### config.mk
export PLATFORM = sky130hd
export DESIGN_NAME = tlv_walker
export DESIGN_NICKNAME = d
export VERILOG_FILES = /design/src/rtl/tlv_pkg.sv /design/src/rtl/tlv_xor_acc.sv /design/src/rtl/tlv_rec_step.sv /design/src/rtl/tlv_out_reg.sv /design/src/rtl/tlv_walker.sv
export SDC_FILE = /design/constraint.sdc
export NUM_CORES = 1
export LEC_CHECK = 0
export BUFFER_PORTS_ARGS = -buffer_cell sky130_fd_sc_hd__buf_4
export CAP_MARGIN = 20
export CORE_UTILIZATION = 30
export DETAILED_ROUTE_END_ITERATION = 8
export PLACE_DENSITY_LB_ADDON = 0.12
export SLEW_MARGIN = 20
export SYNTH_ARGS = -nofsm -noshare
export SYNTH_HDL_FRONTEND = slang
export SYNTH_SLANG_ARGS = --single-unit
### constraint.sdc
create_clock -name clk -period 5.5 [get_ports clk]
set_clock_uncertainty 0.2 [all_clocks]
set_input_delay 0.55 -clock clk [delete_from_list [all_inputs] [get_ports clk]]
set_output_delay 0.55 -clock clk [all_outputs]
set_load 0.01 [all_outputs]
### src/rtl/tlv_pkg.sv
// Shared types for the segment record scanner.
// Assumes: one-hot-free binary state coding is acceptable.
package tlv_pkg;
    typedef enum logic [3:0] {
        ST_IDLE,
        ST_CK_RD,
        ST_CK_END,
        ST_CK_EVAL,
        ST_W_TAG,
        ST_W_LEN,
        ST_W_CHK,
        ST_W_OUT
    } tlv_state_e;

    typedef enum logic [1:0] {
        ERR_NONE    = 2'd0,
        ERR_OVERRUN = 2'd1,
        ERR_ERASED  = 2'd2,
        ERR_STRAY   = 2'd3
    } tlv_err_e;
endpackage

### src/rtl/tlv_xor_acc.sv
// Integrity accumulator: folds a byte stream into an XOR of little-endian
// words, keeps the header word apart, and reports whether header + XOR is zero.
// Assumes: bytes arrive with their segment offset; header occupies the first
// word; clr and vld never coincide.
module tlv_xor_acc #(
    parameter int BYTE_W   = 8,
    parameter int WORD_B   = 2,
    parameter int AW       = 6
) (
    input  logic              clk,
    input  logic              rst_n,
    input  logic              clr,
    input  logic              vld,
    input  logic [AW-1:0]     addr,
    input  logic [BYTE_W-1:0] data,
    output logic              pass
);
    localparam int WORD_W = BYTE_W * WORD_B;
    localparam int LSB_W  = (WORD_B > 1) ? $clog2(WORD_B) : 1;

    logic [WORD_W-1:0] acc;
    logic [WORD_W-1:0] stored;
    logic [WORD_W-1:0] sum;
    logic [LSB_W-1:0]  lane;
    logic              in_hdr;

    assign lane   = LSB_W'(addr % WORD_B);
    assign in_hdr = (32'(addr) < WORD_B);

    for (genvar g = 0; g < WORD_B; g++) begin : g_lane
        logic [BYTE_W-1:0] acc_b;
        logic [BYTE_W-1:0] st_b;
        // Per byte lane: capture the header byte or fold a body byte.
        always_ff @(posedge clk) begin
            if (!rst_n || clr) begin
                acc_b <= '0;
                st_b  <= '0;
            end else if (vld && lane == LSB_W'(g)) begin
                if (in_hdr) st_b  <= data;
                else        acc_b <= acc_b ^ data;
            end
        end
        assign acc[g*BYTE_W +: BYTE_W]    = acc_b;
        assign stored[g*BYTE_W +: BYTE_W] = st_b;
    end

    // Modular sum of header and folded body must vanish for a pass.
    always_comb begin
        sum  = acc + stored;
        pass = (sum == '0);
    end
endmodule

### src/rtl/tlv_rec_step.sv
// Record stepper: from a tag offset and a length byte, derives the value
// offset, the next tag offset and whether the record runs past the segment.
// Assumes: ptr is at most SEG_BYTES-2 when the result is used.
module tlv_rec_step #(
    parameter int SEG_BYTES = 64,
    parameter int HDR       = 2,
    parameter int BYTE_W    = 8,
    parameter int PW        = 7
) (
    input  logic [PW-1:0]     ptr,
    input  logic [BYTE_W-1:0] len,
    output logic [PW-1:0]     val_off,
    output logic [PW-1:0]     next_ptr,
    output logic              overrun
);
    localparam int SW = (BYTE_W > PW ? BYTE_W : PW) + 2;

    logic [SW-1:0] span;

    // Wide addition so a large length cannot wrap into a legal offset.
    always_comb begin
        span     = SW'(ptr) + SW'(len) + SW'(HDR);
        val_off  = PW'(SW'(ptr) + SW'(HDR));
        next_ptr = span[PW-1:0];
        overrun  = (span > SW'(SEG_BYTES));
    end
endmodule

### src/rtl/tlv_out_reg.sv
// Output record register: loads one record and holds it until accepted.
// Assumes: load is only raised when no record is pending.
module tlv_out_reg #(
    parameter int BYTE_W = 8,
    parameter int PW     = 7
) (
    input  logic              clk,
    input  logic              rst_n,
    input  logic              load,
    input  logic [BYTE_W-1:0] tag_in,
    input  logic [BYTE_W-1:0] len_in,
    input  logic [PW-1:0]     off_in,
    input  logic              ready,
    output logic              valid,
    output logic [BYTE_W-1:0] tag,
    output logic [BYTE_W-1:0] len,
    output logic [PW-1:0]     off
);
    // Hold the record stable until the consumer takes it.
    always_ff @(posedge clk) begin
        if (!rst_n) begin
            valid <= 1'b0;
            tag   <= '0;
            len   <= '0;
            off   <= '0;
        end else if (load) begin
            valid <= 1'b1;
            tag   <= tag_in;
            len   <= len_in;
            off   <= off_in;
        end else if (valid && ready) begin
            valid <= 1'b0;
        end
    end
endmodule

### src/rtl/tlv_walker.sv
// Segment record scanner top: sweeps the segment for the integrity check,
// then walks tag/length records and streams them out.
// Assumes: read data returns one cycle after mem_rd_en; segment is a power
// of two bytes long.
module tlv_walker #(
    parameter int          SEG_BYTES  = 64,
    parameter int          BYTE_W     = 8,
    parameter int          WORD_B     = 2,
    parameter logic [7:0]  ERASED_TAG = 8'hFF
) (
    input  logic                          clk,
    input  logic                          rst_n,
    input  logic                          start,
    output logic                          busy,
    output logic                          done,
    output logic                          cks_ok,
    output logic [1:0]                    err_code,
    output logic                          mem_rd_en,
    output logic [$clog2(SEG_BYTES)-1:0]  mem_rd_addr,
    input  logic [BYTE_W-1:0]             mem_rd_data,
    output logic                          rec_valid,
    input  logic                          rec_ready,
    output logic [BYTE_W-1:0]             rec_tag,
    output logic [BYTE_W-1:0]             rec_len,
    output logic [$clog2(SEG_BYTES):0]    rec_off
);
    import tlv_pkg::*;

    localparam int AW  = $clog2(SEG_BYTES);
    localparam int PW  = AW + 1;
    localparam int HDR = WORD_B;

    tlv_state_e        state;
    tlv_err_e          err_q;
    logic [PW-1:0]     ptr;
    logic [AW-1:0]     ck_cnt;
    logic              cap_vld;
    logic [AW-1:0]     cap_addr;
    logic [BYTE_W-1:0] tag_q;
    logic              cks_ok_q;
    logic              done_q;
    logic              sum_pass;
    logic [PW-1:0]     val_off;
    logic [PW-1:0]     next_ptr;
    logic              overrun;
    logic              out_load;

    tlv_xor_acc #(.BYTE_W(BYTE_W), .WORD_B(WORD_B), .AW(AW)) u_acc (
        .clk   (clk),
        .rst_n (rst_n),
        .clr   (state == ST_IDLE && start),
        .vld   (cap_vld),
        .addr  (cap_addr),
        .data  (mem_rd_data),
        .pass  (sum_pass)
    );

    tlv_rec_step #(.SEG_BYTES(SEG_BYTES), .HDR(HDR), .BYTE_W(BYTE_W), .PW(PW)) u_step (
        .ptr      (ptr),
        .len      (mem_rd_data),
        .val_off  (val_off),
        .next_ptr (next_ptr),
        .overrun  (overrun)
    );

    assign out_load = (state == ST_W_CHK) && (tag_q != ERASED_TAG) && !overrun;

    tlv_out_reg #(.BYTE_W(BYTE_W), .PW(PW)) u_out (
        .clk    (clk),
        .rst_n  (rst_n),
        .load   (out_load),
        .tag_in (tag_q),
        .len_in (mem_rd_data),
        .off_in (val_off),
        .ready  (rec_ready),
        .valid  (rec_valid),
        .tag    (rec_tag),
        .len    (rec_len),
        .off    (rec_off)
    );

    // Read port: sequential sweep, then tag and length fetches of the walk.
    always_comb begin
        mem_rd_en   = 1'b0;
        mem_rd_addr = '0;
        unique case (state)
            ST_CK_RD: begin
                mem_rd_en   = 1'b1;
                mem_rd_addr = ck_cnt;
            end
            ST_W_TAG: begin
                mem_rd_en   = (ptr < PW'(SEG_BYTES - 1));
                mem_rd_addr = ptr[AW-1:0];
            end
            ST_W_LEN: begin
                mem_rd_en   = 1'b1;
                mem_rd_addr = AW'(ptr + PW'(1));
            end
            default: ;
        endcase
    end

    // Main sequencer: integrity sweep, verdict, then record walk.
    always_ff @(posedge clk) begin
        if (!rst_n) begin
            state    <= ST_IDLE;
            err_q    <= ERR_NONE;
            ptr      <= '0;
            ck_cnt   <= '0;
            cap_vld  <= 1'b0;
            cap_addr <= '0;
            tag_q    <= '0;
            cks_ok_q <= 1'b0;
            done_q   <= 1'b0;
        end else begin
            done_q   <= 1'b0;
            cap_vld  <= (state == ST_CK_RD);
            cap_addr <= ck_cnt;
            unique case (state)
                ST_IDLE: if (start) begin
                    state    <= ST_CK_RD;
                    ck_cnt   <= '0;
                    err_q    <= ERR_NONE;
                    cks_ok_q <= 1'b0;
                end
                ST_CK_RD: begin
                    ck_cnt <= ck_cnt + 1'b1;
                    if (ck_cnt == AW'(SEG_BYTES - 1)) state <= ST_CK_END;
                end
                ST_CK_END: state <= ST_CK_EVAL;
                ST_CK_EVAL: begin
                    cks_ok_q <= sum_pass;
                    ptr      <= PW'(HDR);
                    state    <= ST_W_TAG;
                end
                ST_W_TAG: begin
                    if (ptr == PW'(SEG_BYTES)) begin
                        err_q <= ERR_NONE;  state <= ST_IDLE; done_q <= 1'b1;
                    end else if (ptr == PW'(SEG_BYTES - 1)) begin
                        err_q <= ERR_STRAY; state <= ST_IDLE; done_q <= 1'b1;
                    end else begin
                        state <= ST_W_LEN;
                    end
                end
                ST_W_LEN: begin
                    tag_q <= mem_rd_data;
                    state <= ST_W_CHK;
                end
                ST_W_CHK: begin
                    if (tag_q == ERASED_TAG) begin
                        err_q <= ERR_ERASED;  state <= ST_IDLE; done_q <= 1'b1;
                    end else if (overrun) begin
                        err_q <= ERR_OVERRUN; state <= ST_IDLE; done_q <= 1'b1;
                    end else begin
                        ptr   <= next_ptr;
                        state <= ST_W_OUT;
                    end
                end
                ST_W_OUT: if (rec_valid && rec_ready) state <= ST_W_TAG;
                default: state <= ST_IDLE;
            endcase
        end
    end

    assign busy     = (state != ST_IDLE);
    assign done     = done_q;
    assign cks_ok   = cks_ok_q;
    assign err_code = err_q;
endmodule

# ---- Word-level counts from Yosys, hierarchy flattened
# Cells that the tools add are included.
# Widths: inputs -> output; s select.
dict set report totals {
  wordCells 106
  output_inout_bits 36
  ff_bits 92
  input_bits 12
}
dict set report classes {
  order_cmp 3
  reduce_logical 27
  bitwise_logic 4
  muxes 30
  eq_ne 19
  add_sub_neg 6
}
# op n
set op_table {}
lappend op_table {{$pmux 4 s8} 1}
lappend op_table {{$pmux 6 s3} 1}
lappend op_table {{$add 16x16->16} 1}
lappend op_table {{$eq 4x3->1 const B} 4}
lappend op_table {{$logic_not 16->1} 1}
lappend op_table {{$xor 8x8->8} 2}
lappend op_table {{$mux 7} 2}
lappend op_table {{$pmux 7 s2} 1}
lappend op_table {{$add 6x1->6 const B} 2}
lappend op_table {{$mux 3} 4}
lappend op_table {{$mux 4} 3}
lappend op_table {{$pmux 6 s2} 1}
lappend op_table {{$reduce_and 2->1} 6}
lappend op_table {{$add 10x2->10 const B} 1}
lappend op_table {{$gt 10x7->1 const B} 1}
lappend op_table {{$mux 2} 5}
lappend op_table {{$add 7x8->9} 1}
lappend op_table {{$eq 4x2->1 const B} 2}
lappend op_table {{$eq 8x8->1 const B} 1}
lappend op_table {{$ne 2x2->1 const B} 4}
lappend op_table {{$ne 8x8->1 const B} 1}
lappend op_table {{$reduce_bool 2->1} 4}
lappend op_table {{$add 7x2->7 const B} 1}
lappend op_table {{$eq 7x6->1 const B} 1}
lappend op_table {{other kinds (22)} 38}

# ---- Depth between registers and ports, before layout
# Gate-level depths: netlist of the first run.
dict set report depth {
  word_depth 6
  ltp_mapped 13
  depth_no_buf 11
}

# ---- By module
# From an unflattened synthesis of the first run, not the netlist that was laid out.
dict set report hier_totals {
  hier_cells 590
  hier_area_um2 5218.8
}
# module area_each_um2 cells_each instances seq_area_each_um2
set modules_own_cells {}
lappend modules_own_cells {tlv_xor_acc 2173.3 257 1 640.6}
lappend modules_own_cells {tlv_walker 1692.9 206 1 700.7}
lappend modules_own_cells {tlv_out_reg 927.1 77 1 480.5}
lappend modules_own_cells {tlv_rec_step 425.4 50 1 0.0}

# ---- Worst setup path after synthesis of the first run
# No wires, ideal clock.
dict set report synth_path {
  path_type {input to register}
  start {input port mem_rd_data[0]}
  end {register u_out.len[5]}
  setup_time_ns 0.117
  arrival_time_ns 3.213
  t_required_ns 5.183
  stages 13
  slack_ns 1.970
  path_buffers 2
  path_cell_list {ha_1 fa_1 xor2_1 ha_1 inv_1 or4_1 a211oi_1 o2bb2ai_1 a211o_1 buf_6 buf_6 nand3_1 o21ai_1}
}
dict set report synth_via {
  elab_chain_cells 5
}
# item line_no
set synth_lines {}
lappend synth_lines {{start: declaration} tlv_walker.sv:20} ;# input logic [BYTE_W-1:0] mem_rd_data,
lappend synth_lines {{$add 7x8->9} tlv_rec_step.sv:22} ;# span = SW'(ptr) + SW'(len) + SW'(HDR);
lappend synth_lines {{$add 10x2->10} tlv_rec_step.sv:22}
lappend synth_lines {{$gt 10x7->1} tlv_rec_step.sv:25} ;# overrun = (span > SW'(SEG_BYTES));
lappend synth_lines {{$logic_not 1->1} tlv_walker.sv:66} ;# assign out_load = (state == ST_W_CHK) && (tag_q != ERASED_TAG) && !overrun;
lappend synth_lines {{$logic_and 1x1->1} tlv_walker.sv:66}
lappend synth_lines {{end signal: assignment} tlv_out_reg.sv:29} ;# len <= len_in;
lappend synth_lines {{end: declaration} tlv_out_reg.sv:16} ;# output logic [BYTE_W-1:0] len,
# Every way passes these cells.
# A chain may end at the register's enable or synchronous reset.

# ---- Worst setup path in the final report of the first run
dict set report layout_path {
  start {register ptr[0]}
  end {register ptr[1]}
}
dict set report layout_via {
  elab_chain_cells 5
  word_cells_on_any_way 8
  cone_classes {add/sub: 2; order compare: 1; eq/ne: 1; mux: 3; reduce/logical: 1}
}
# item line_no
set layout_lines {}
lappend layout_lines {{start: declaration} tlv_walker.sv:35} ;# logic [PW-1:0] ptr;
lappend layout_lines {{start signal: assignment} tlv_walker.sv:133} ;# ptr <= PW'(HDR);
lappend layout_lines {{start signal: assignment} tlv_walker.sv:155} ;# ptr <= next_ptr;
lappend layout_lines {{$add 7x8->9 (*)} tlv_rec_step.sv:22}
lappend layout_lines {{$add 10x2->10 (*)} tlv_rec_step.sv:22}
lappend layout_lines {{$gt 10x7->1 / $mux 7 (equally long branches)} {tlv_rec_step.sv:25, tlv_walker.sv:152}}
lappend layout_lines {{$ne 2x2->1 (no source line) / $mux 7 (equally long branches)} --}
lappend layout_lines {{$reduce_and 3->1 (no source line) / $pmux 7 s2 (equally long branches)} --}
# Mark *: on every way between the ends. The rest lies on a longest branch, timed or not. The select of a mux whose other input is x is not followed.

==> results of run 1 <==
-- power by group through the flow --
| stage | sequential (mW) | clock, mW | combinational, mW |
|---|---|---|---|
| floorplan | 0.687 | 0 | 0.0881 |
| global placement | 0.691 | 0 | 0.132 |
| detailed placement | 0.691 | 0 | 0.133 |
| CTS | 0.676 | 0.652 | 0.134 |
| global route | 0.677 | 0.685 | 0.148 |
| finish | 0.676 | 0.636 | 0.133 |
-- final timing paths --
check / slack, ns / end / cells past startpoint
worst min-delay path: 0.25 / u_out.len[2] / 2
worst min register to register: 0.25 / u_out.len[2] / 2
worst max register to register: 1.34 / ptr[1] / 11
worst max-delay path: 1.34 / ptr[1] / 11
-- layout make-up --
| class | instances | area (um^2) |
|---|---|---|
| clock buffer | 9 | 225 |
| clock inverter | 7 | 77.6 |
| fill | 1801 | 10800 |
| inverter | 19 | 71.3 |
| multi-input combinational | 502 | 3140 |
| sequential | 91 | 1820 |
| tap | 220 | 275 |
| timing repair buffer | 51 | 383 |
-- worst register-to-register path, delay by kind of cell (launching register included) --
family / cells / cell delay (ns)
AO/OA/AOI/OAI: 5 / 1.43
flip-flops: 1 / 0.45
XOR/XNOR: 1 / 0.28
adder cells (fa/ha/maj): 3 / 1.06
AND/OR/NAND/NOR: 1 / 0.51
buffers and inverters: 1 / 0.07
-- kinds of logic after synthesis --
| group | count (synthesis) |
|---|---|
| compound gates | 153 |
| xor+xnor | 29 |
| fa+ha+maj | 29 |
| buf+inv | 49 |
| flops | 91 |
| mux | 23 |
| simple gates | 268 |
-- metal layers --
metal  part of all wire [%]  GRT usage [%]  up-vias
met5                      0              0        -
li1                       -              -     2349
met1                     51           23.0     2153
met4                    1.6           5.74        0
met2                     45           26.8       81
met3                    3.1           2.36       18
-- state kept, by name (all words and copies together) (netlist names), 2 cells and up --
register,flops
ck_cnt,6
u_acc.g_lane.st_b,16
state,3
u_out.len,8
err_code,2
tag_q,8
ptr,7
cap_addr,6
u_out.tag,8
u_acc.g_lane.acc_b,16
u_out.off,7
-- stage by stage --
step	cell area (um^2)	setup slack, ns	utilization [%]	cells
3_3_place_gp	5680	1.19	33.9	882
2_1_floorplan	5190	1.97	-	642
3_5_place_dp	5680	1.13	33.9	882
4_1_cts	5990	1.30	35.7	898
5_1_grt	5990	0.951	35.8	899
6_report	5990	1.34	35.8	899
-- Yosys cell counts (3+ instances only) --
| library cell | count |
|---|---|
| ha_1 | 27 |
| nand2b_1 | 10 |
| nand3b_1 | 3 |
| nor2b_1 | 7 |
| a22oi_1 | 4 |
| xnor2_1 | 10 |
| and2_1 | 10 |
| a31oi_1 | 4 |
| mux2i_1 | 23 |
| o21a_1 | 10 |
| nand4_1 | 6 |
| o21ai_1 | 33 |
| buf_6 | 7 |
| a21o_1 | 4 |
| or4_1 | 3 |
| clkbuf_1 | 18 |
| o21bai_1 | 4 |
| nand3_1 | 40 |
| buf_1 | 4 |
| a21oi_1 | 23 |
| xor2_1 | 19 |
| dfxtp_1 | 91 |
| a21boi_0 | 10 |
| or2_2 | 3 |
| nor4_1 | 3 |
| and3_1 | 7 |
| inv_1 | 18 |
| nor3_1 | 14 |
| nor2_1 | 68 |
| o21ai_0 | 23 |
| a32oi_1 | 4 |
| nand2_1 | 81 |
| nor3b_1 | 3 |
| o22ai_1 | 3 |
| a211oi_1 | 3 |
| a211o_1 | 3 |
==> run_results.csv, run 1 <==
group,metric,value,unit
power,power.internal,1.07,mW
worst_setup_path,endpoint_kind,"register",
floorplan,ioPinCount,48,
global_routing,grt_pass1_wl,23.3,mm
sta,layout_min_cycle_time,4.16,ns
global_routing,grt_util_all_layers,16.8,%
worst_setup_path,crit_fanout,64,
worst_setup_path,required,5.49,ns
layout,diodes,0,
run,drv_cap,0,
logic_synthesis,yosysUniqueCellTypes,68,
worst_setup_path,r2r-start,"ptr[0]",
layout,mostFrequentLayoutCell,"dfxtp_1",
floorplan,die-area,17800,um^2
power,p_leak,2.31,nW
worst_setup_path,crit_chain,"ha_1 -> fa_1 -> xor2_1 -> ha_1 -> inv_1 -> or4_1 -> a211oi_1 -> o2bb2ai_1 -> a211o_2 -> o21ai_1 -> a31oi_2",
power,swShare,25.8,%
clock_network,cts_max_level,3,
power,clkPwrFrac,44.0,%
layout,syn_to_final_growth,15.4,%
sta,report.final.setup_viol,0,
clock_network,cts-root-buf,"clkbuf_16",
layout,mostFrequentLayoutCells,"dfxtp_1 (91), nand2_1 (81), nor2_1 (68)",
logic_synthesis,synthTopCellsByArea,"dfxtp_1 (35%), ha_1 (6.5%), nand2_1 (5.9%), nor2_1 (4.9%), mux2i_1 (4.4%)",
logic_synthesis,synth-seq-cells,91,
power,sequentialPowerShare,46.8,%
clock_network,cts_tree,"done",
logic_synthesis,synth_ff_type,"dfxtp_1",
sta,tightest_slew,1.05,ns
worst_setup_path,max_stage_delay,0.70,ns
power,p_comb_share,9.2,%
sta,finalCritPeriodShare,75.6,%
clock_network,clock_latency,0.35,ns
worst_setup_path,critPathLaunchType,"register",
floorplan,coreArea,16800,um^2
clock_network,clockBufferDepth,2,
global_routing,grt_pass1_vias,4457,
logic_synthesis,synthCells,642,
power,power_density,241,nW/um^2
layout,finalNetCount,715,
drt,drcViolationCount,0,
outcome,status,"complete, no violations",
power,p_switching,0.373,mW
power,vdd_drop_max,147,uV
sta,slew_headroom,29.9,%
floorplan,rows,47,
logic_synthesis,synth_mux_area_share,4.43,%
logic_synthesis,synth.avg_cell_area,8.09,um^2
floorplan,start_util,31.0,%
worst_setup_path,critical_path.slowest_cell,"a211o_2",
floorplan,fp.dieH,134,um
worst_setup_path,worstSetupPathType,"reg2reg",
clock_network,clkSinkCount,91,
sta,max_freq,241,MHz
logic_synthesis,yosys.area_share.simple,24.5,%
layout,drive_gt1_share,11.9,%
sta,rsz0062_at_grt,"false",
logic_synthesis,synthesis.nets,683,
drt,drt_first_pass_iters,5,
hold_path,min_from,"u_out.len[2]",
worst_setup_path,cpMostUsedCell,"ha_1",
logic_synthesis,synth_top_family_by_area,"simple AND/OR/NAND/NOR gates",
drt,routed_wl,14.2,mm
worst_setup_path,crit_buf_inv,1,
global_routing,grt_remaining_overflow,0,
hold_path,hold_class,"reg2reg",
drt,drtIter0Drc,330,
logic_synthesis,netlist_area,5190,um^2
logic_synthesis,synth_largest_area_cell,"dfxtp_1",
clock_network,post-cts-setup-buffer-count,0,
global_routing,antenna_found_initial,0,
clock_network,post_cts_resized,0,
drt,avgRoutedWirePerCell,15.8,um
worst_setup_path,crit_family,"compound AO/OA/AOI/OAI gates",
logic_synthesis,synth-async-reset-ratio,0,%
logic_synthesis,yosysSeqAreaShare,35.1,%
sta,hold_slack,0.255,ns
drt,vias,4601,
place,hpwl,10.3,mm
worst_setup_path,cp.arrival,4.15,ns
clock_network,holdBufCountCts,0,
place,place.gp.congestion,0.889,
worst_setup_path,crit_path_start,"ptr[0]",
logic_synthesis,synth-edff-count,0,
sta,hold_viol,0,
clock_network,path_clk_slew,0.07,ns
logic_synthesis,synth_fa_ha_area_share,7.27,%
place,io_buffers,47,
logic_synthesis,synth-compound-area-share,19.2,%
sta,setup_tns,0,ns
drt,vias_per_cell,5.12,
drt,drt.antenna.violating_nets,0,
floorplan,die_w,134,um
clock_network,cts_made_buffers,9,
logic_synthesis,ys_warn_count,0,
logic_synthesis,synth_top_area_share,35.1,%
logic_synthesis,synth-xor-area-share,4.89,%
power,power,1.44,mW
sta,slew_viol_final,0,
global_routing,grt_max_degree,76,
Note: power is estimated with default switching activity, not from simulation.
==> inputs of run 2 (changes only) <==
Clock period 5.5 ns to 4.1 ns, I/O delays scaled along.
==> run_results.csv, run 2 (same netlist as run 1, synthesis figures left out) <==
group,metric,value,unit
outcome,status,"complete, no violations",
layout,mostFrequentLayoutCells,"dfxtp_1 (91), nand2_1 (81), nor2_1 (68)",
power,swShare,26.2,%
sta,layout_min_cycle_time,3.81,ns
drt,avgRoutedWirePerCell,16.1,um
clock_network,clkSinkCount,91,
worst_setup_path,crit_fanout,46,
layout,top_regs,"u_acc.g_lane.acc_b (16), u_acc.g_lane.st_b (16)",
clock_network,post_cts_resized,0,
sta,hold_slack,0.130,ns
run,drv_cap,0,
global_routing,grt_pass1_vias,4246,
floorplan,coreArea,16800,um^2
clock_network,cts_tree,"done",
floorplan,die-area,17800,um^2
clock_network,cts_max_level,3,
place,place.gp.congestion,0.877,
drt,routed_wl,14.6,mm
power,sequentialPowerShare,47.9,%
sta,tightest_slew,1.01,ns
global_routing,grt_pass1_wl,23.1,mm
power,p_leak,2.33,nW
clock_network,path_clk_slew,0.08,ns
power,power.internal,1.39,mW
global_routing,antenna_found_initial,0,
clock_network,cts-root-buf,"clkbuf_16",
clock_network,cts_made_buffers,9,
floorplan,start_util,31.0,%
layout,seqCellArea,1820,um^2
worst_setup_path,critPathLaunchType,"register",
layout,multi_input_area,3140,um^2
layout,syn_to_final_growth,15.6,%
layout,drive_gt1_share,12.2,%
floorplan,rows,47,
clock_network,holdBufCountCts,0,
power,power_density,314,nW/um^2
drt,drt.antenna.violating_nets,0,
drt,vias,4589,
clock_network,clockBufferDepth,2,
global_routing,grt_util_all_layers,16.6,%
worst_setup_path,cp.arrival,3.84,ns
drt,vias_per_cell,5.09,
clock_network,clock_latency,0.35,ns
layout,finalNetCount,718,
sta,slew_viol_final,0,
sta,setup_tns,0,ns
sta,rsz0062_at_grt,"false",
sta,hold_viol,0,
global_routing,grt_max_degree,75,
floorplan,fp.dieH,134,um
layout,nFillCells,1757,
drt,drcViolationCount,0,
drt,drtIter0Drc,377,
drt,drt_first_pass_iters,5,
worst_setup_path,worstSetupPathType,"reg2reg",
power,p_switching,0.493,mW
clock_network,post-cts-setup-buffer-count,0,
worst_setup_path,endpoint_kind,"register",
sta,slew_headroom,32.3,%
floorplan,die_w,134,um
worst_setup_path,required,4.13,ns
power,p_comb_share,9.7,%
sta,max_freq,263,MHz
place,io_buffers,47,
sta,finalCritPeriodShare,92.8,%
floorplan,ioPinCount,48,
layout,mostFrequentLayoutCell,"dfxtp_1",
layout,final_util,35.8,%
power,vdd_drop_max,178,uV
power,clkPwrFrac,42.4,%
place,hpwl,10.5,mm
sta,report.final.setup_viol,0,
global_routing,grt_remaining_overflow,0,
power,power,1.88,mW
layout,diodes,0,
hold_path,hold_class,"in2reg",
[run 2: final timing paths]
path,from,end,slack (ns),depth (start not counted)
max reg2reg,ptr[0],u_out.tag[3],0.29,12
min,rec_ready,u_out.valid,0.13,3
max,ptr[0],u_out.tag[3],0.29,12
min reg2reg,u_out.tag[5],u_out.tag[5],0.26,2
[run 2: worst max-delay path, stage by stage (launching register included)]
cell       delay, ns
dfxtp_1         0.32
ha_1            0.23
fa_1            0.45
xor2_1          0.30
ha_1            0.32
inv_1           0.08
or4_1           0.54
a211oi_1        0.22
o2bb2ai_1       0.11
a211o_2         0.49
buf_12          0.24
nand3_1         0.10
o21ai_1         0.08
[run 2: area by class of cell]
cell class                 count  area share (%)
clock buffer                  11            4.04
tap                          220            4.58
timing repair buffer          54            6.96
inverter                      19            1.19
sequential                    91            30.3
multi-input combinational    502            52.3
clock inverter                 5           0.583
[run 2: power groups by stage]
| stage | clock network, mW | registers, mW | logic, mW |
|---|---|---|---|
| after global routing | 0.866 | 0.904 | 0.202 |
| final | 0.798 | 0.903 | 0.183 |
| after detailed placement | 0 | 0.923 | 0.183 |
| after global placement | 0 | 0.923 | 0.180 |
| after CTS | 0.821 | 0.903 | 0.184 |
| after floorplan | 0 | 0.922 | 0.118 |
[run 2: through the flow]
| step | cell area, um^2 | cells | worst slack [ns] |
|---|---|---|---|
| floorplan | 5190 | 642 | 0.710 |
| CTS | 6000 | 902 | 0.359 |
| finish | 6000 | 902 | 0.295 |
| global route | 6000 | 902 | 0.0640 |
| detailed placement | 5730 | 886 | 0.0864 |
| global placement | 5730 | 886 | 0.186 |
[run 2: layer usage]
layer  GRT usage [%]  vias up  part of all wire, %
met3            2.78       17                  3.5
met4            6.12        0                  2.0
met1            23.7     2132                   51
li1                -     2342                    -
met5               0        -                    0
met2            25.0       98                   43
==> inputs of run 3 (changes only) <==
Settings changed: CORE_UTILIZATION 30 to 54, SLEW_MARGIN 20 to not set.
==> run_results.csv, run 3 (same netlist as run 1, synthesis figures left out) <==
group,metric,value,unit
outcome,status,"complete, no violations",
sta,setup_tns,0,ns
layout,nFillCells,871,
worst_setup_path,required,4.15,ns
global_routing,antenna_found_initial,0,
drt,routed_wl,12.3,mm
layout,mostFrequentLayoutCells,"dfxtp_1 (91), nand2_1 (81), nor2_1 (68)",
floorplan,rows,35,
clock_network,clkSinkCount,91,
global_routing,grt_remaining_overflow,0,
sta,hold_slack,0.110,ns
worst_setup_path,endpoint_kind,"register",
clock_network,post_cts_resized,0,
worst_setup_path,critPathLaunchType,"register",
place,hpwl,8.84,mm
worst_setup_path,cp.arrival,3.68,ns
run,drv_cap,0,
hold_path,hold_class,"in2reg",
place,io_buffers,47,
layout,finish.instance_area,5800,um^2
clock_network,clockBufferDepth,2,
clock_network,path_clk_slew,0.09,ns
layout,finalNetCount,716,
global_routing,grt_max_degree,75,
clock_network,clock_latency,0.36,ns
drt,drcViolationCount,0,
place,dp_slack,0.224,ns
clock_network,cts_made_buffers,9,
sta,rsz0062_at_grt,"false",
power,vdd_drop_max,156,uV
global_routing,grt_util_all_layers,25.4,%
layout,mostFrequentLayoutCell,"dfxtp_1",
drt,drt_first_pass_iters,5,
layout,diodes,0,
sta,slew_headroom,26.6,%
floorplan,die-area,10000,um^2
place,placed_area,5600,um^2
drt,drt.antenna.violating_nets,0,
drt,vias,4631,
sta,hold_viol,0,
place,place.gp.congestion,0.874,
layout,drive_gt1_share,11.9,%
worst_setup_path,crit_fanout,64,
sta,tightest_slew,1.10,ns
power,p_leak,2.28,nW
global_routing,grt_pass1_vias,4178,
worst_setup_path,worstSetupPathType,"reg2reg",
floorplan,coreArea,9280,um^2
drt,vias_per_cell,5.72,
power,power_density,292,nW/um^2
sta,slew_viol_final,0,
sta,max_freq,276,MHz
layout,syn_to_final_growth,11.6,%
layout,top_regs,"u_acc.g_lane.acc_b (16), u_acc.g_lane.st_b (16)",
clock_network,post-cts-setup-buffer-count,0,
clock_network,holdBufCountCts,0,
global_routing,grt_pass1_wl,20.2,mm
sta,layout_min_cycle_time,3.63,ns
clock_network,cts_max_level,3,
floorplan,die_w,100,um
drt,drtIter0Drc,359,
floorplan,fp.dieH,100,um
floorplan,start_util,56.0,%
clock_network,cts-root-buf,"clkbuf_8",
sta,worst_slack,0.471,ns
drt,avgRoutedWirePerCell,15.1,um
clock_network,cts_tree,"done",
power,power,1.69,mW
sta,finalCritPeriodShare,88.5,%
floorplan,ioPinCount,48,
sta,report.final.setup_viol,0,
run 3: final timing paths:
path | start | end | slack [ns] | depth (start not counted)
worst max-delay path | ptr[0] | ptr[1] | 0.47 | 12
worst max register to register | ptr[0] | ptr[1] | 0.47 | 12
worst min register to register | u_out.len[2] | u_out.len[2] | 0.26 | 2
worst min-delay path | rec_ready | u_out.valid | 0.11 | 3
run 3: power by group:
part / switching (mW) / internal [mW]
clock network: 0.327 / 0.290
logic: 0.106 / 0.0651
registers: 0.0126 / 0.894
run 3: area by class of cell:
| class | instances | area (um^2) | area share (%) |
|---|---|---|---|
| Clock buffer | 10 | 128 | 2.20 |
| Clock inverter | 6 | 71.3 | 1.23 |
| Inverter | 19 | 71.3 | 1.23 |
| Multi-Input combinational cell | 502 | 3140 | 54.2 |
| Sequential cell | 91 | 1820 | 31.4 |
| Tap cell | 129 | 161 | 2.78 |
| Timing Repair Buffer | 52 | 403 | 6.95 |
run 3: layer usage:
metal / up-vias / share of wire (%) / GRT usage [%]
li1: 2333 / - / -
met1: 2141 / 49 / 35.7
met2: 130 / 44 / 39.3
met3: 27 / 5.3 / 4.39
met4: 0 / 2.3 / 9.25
met5: - / 0 / 0
run 3: worst max-delay path, stage by stage, from the launching register on:
cell and delay [ns]:
dfxtp_1 0.33, ha_1 0.23, fa_1 0.45, xor2_1 0.27, ha_1 0.34, inv_1 0.08, or4_1 0.52, a211oi_1 0.23
o2bb2ai_1 0.11, a211o_2 0.33, buf_12 0.19, o21ai_1 0.17, a31oi_2 0.04
run 3: metrics by stage:
stage	cells	util, %
6_report	809	62.4
5_1_grt	809	62.4
4_1_cts	809	62.4
3_5_place_dp	793	60.3
3_3_place_gp	793	60.3
2_1_floorplan	642	-
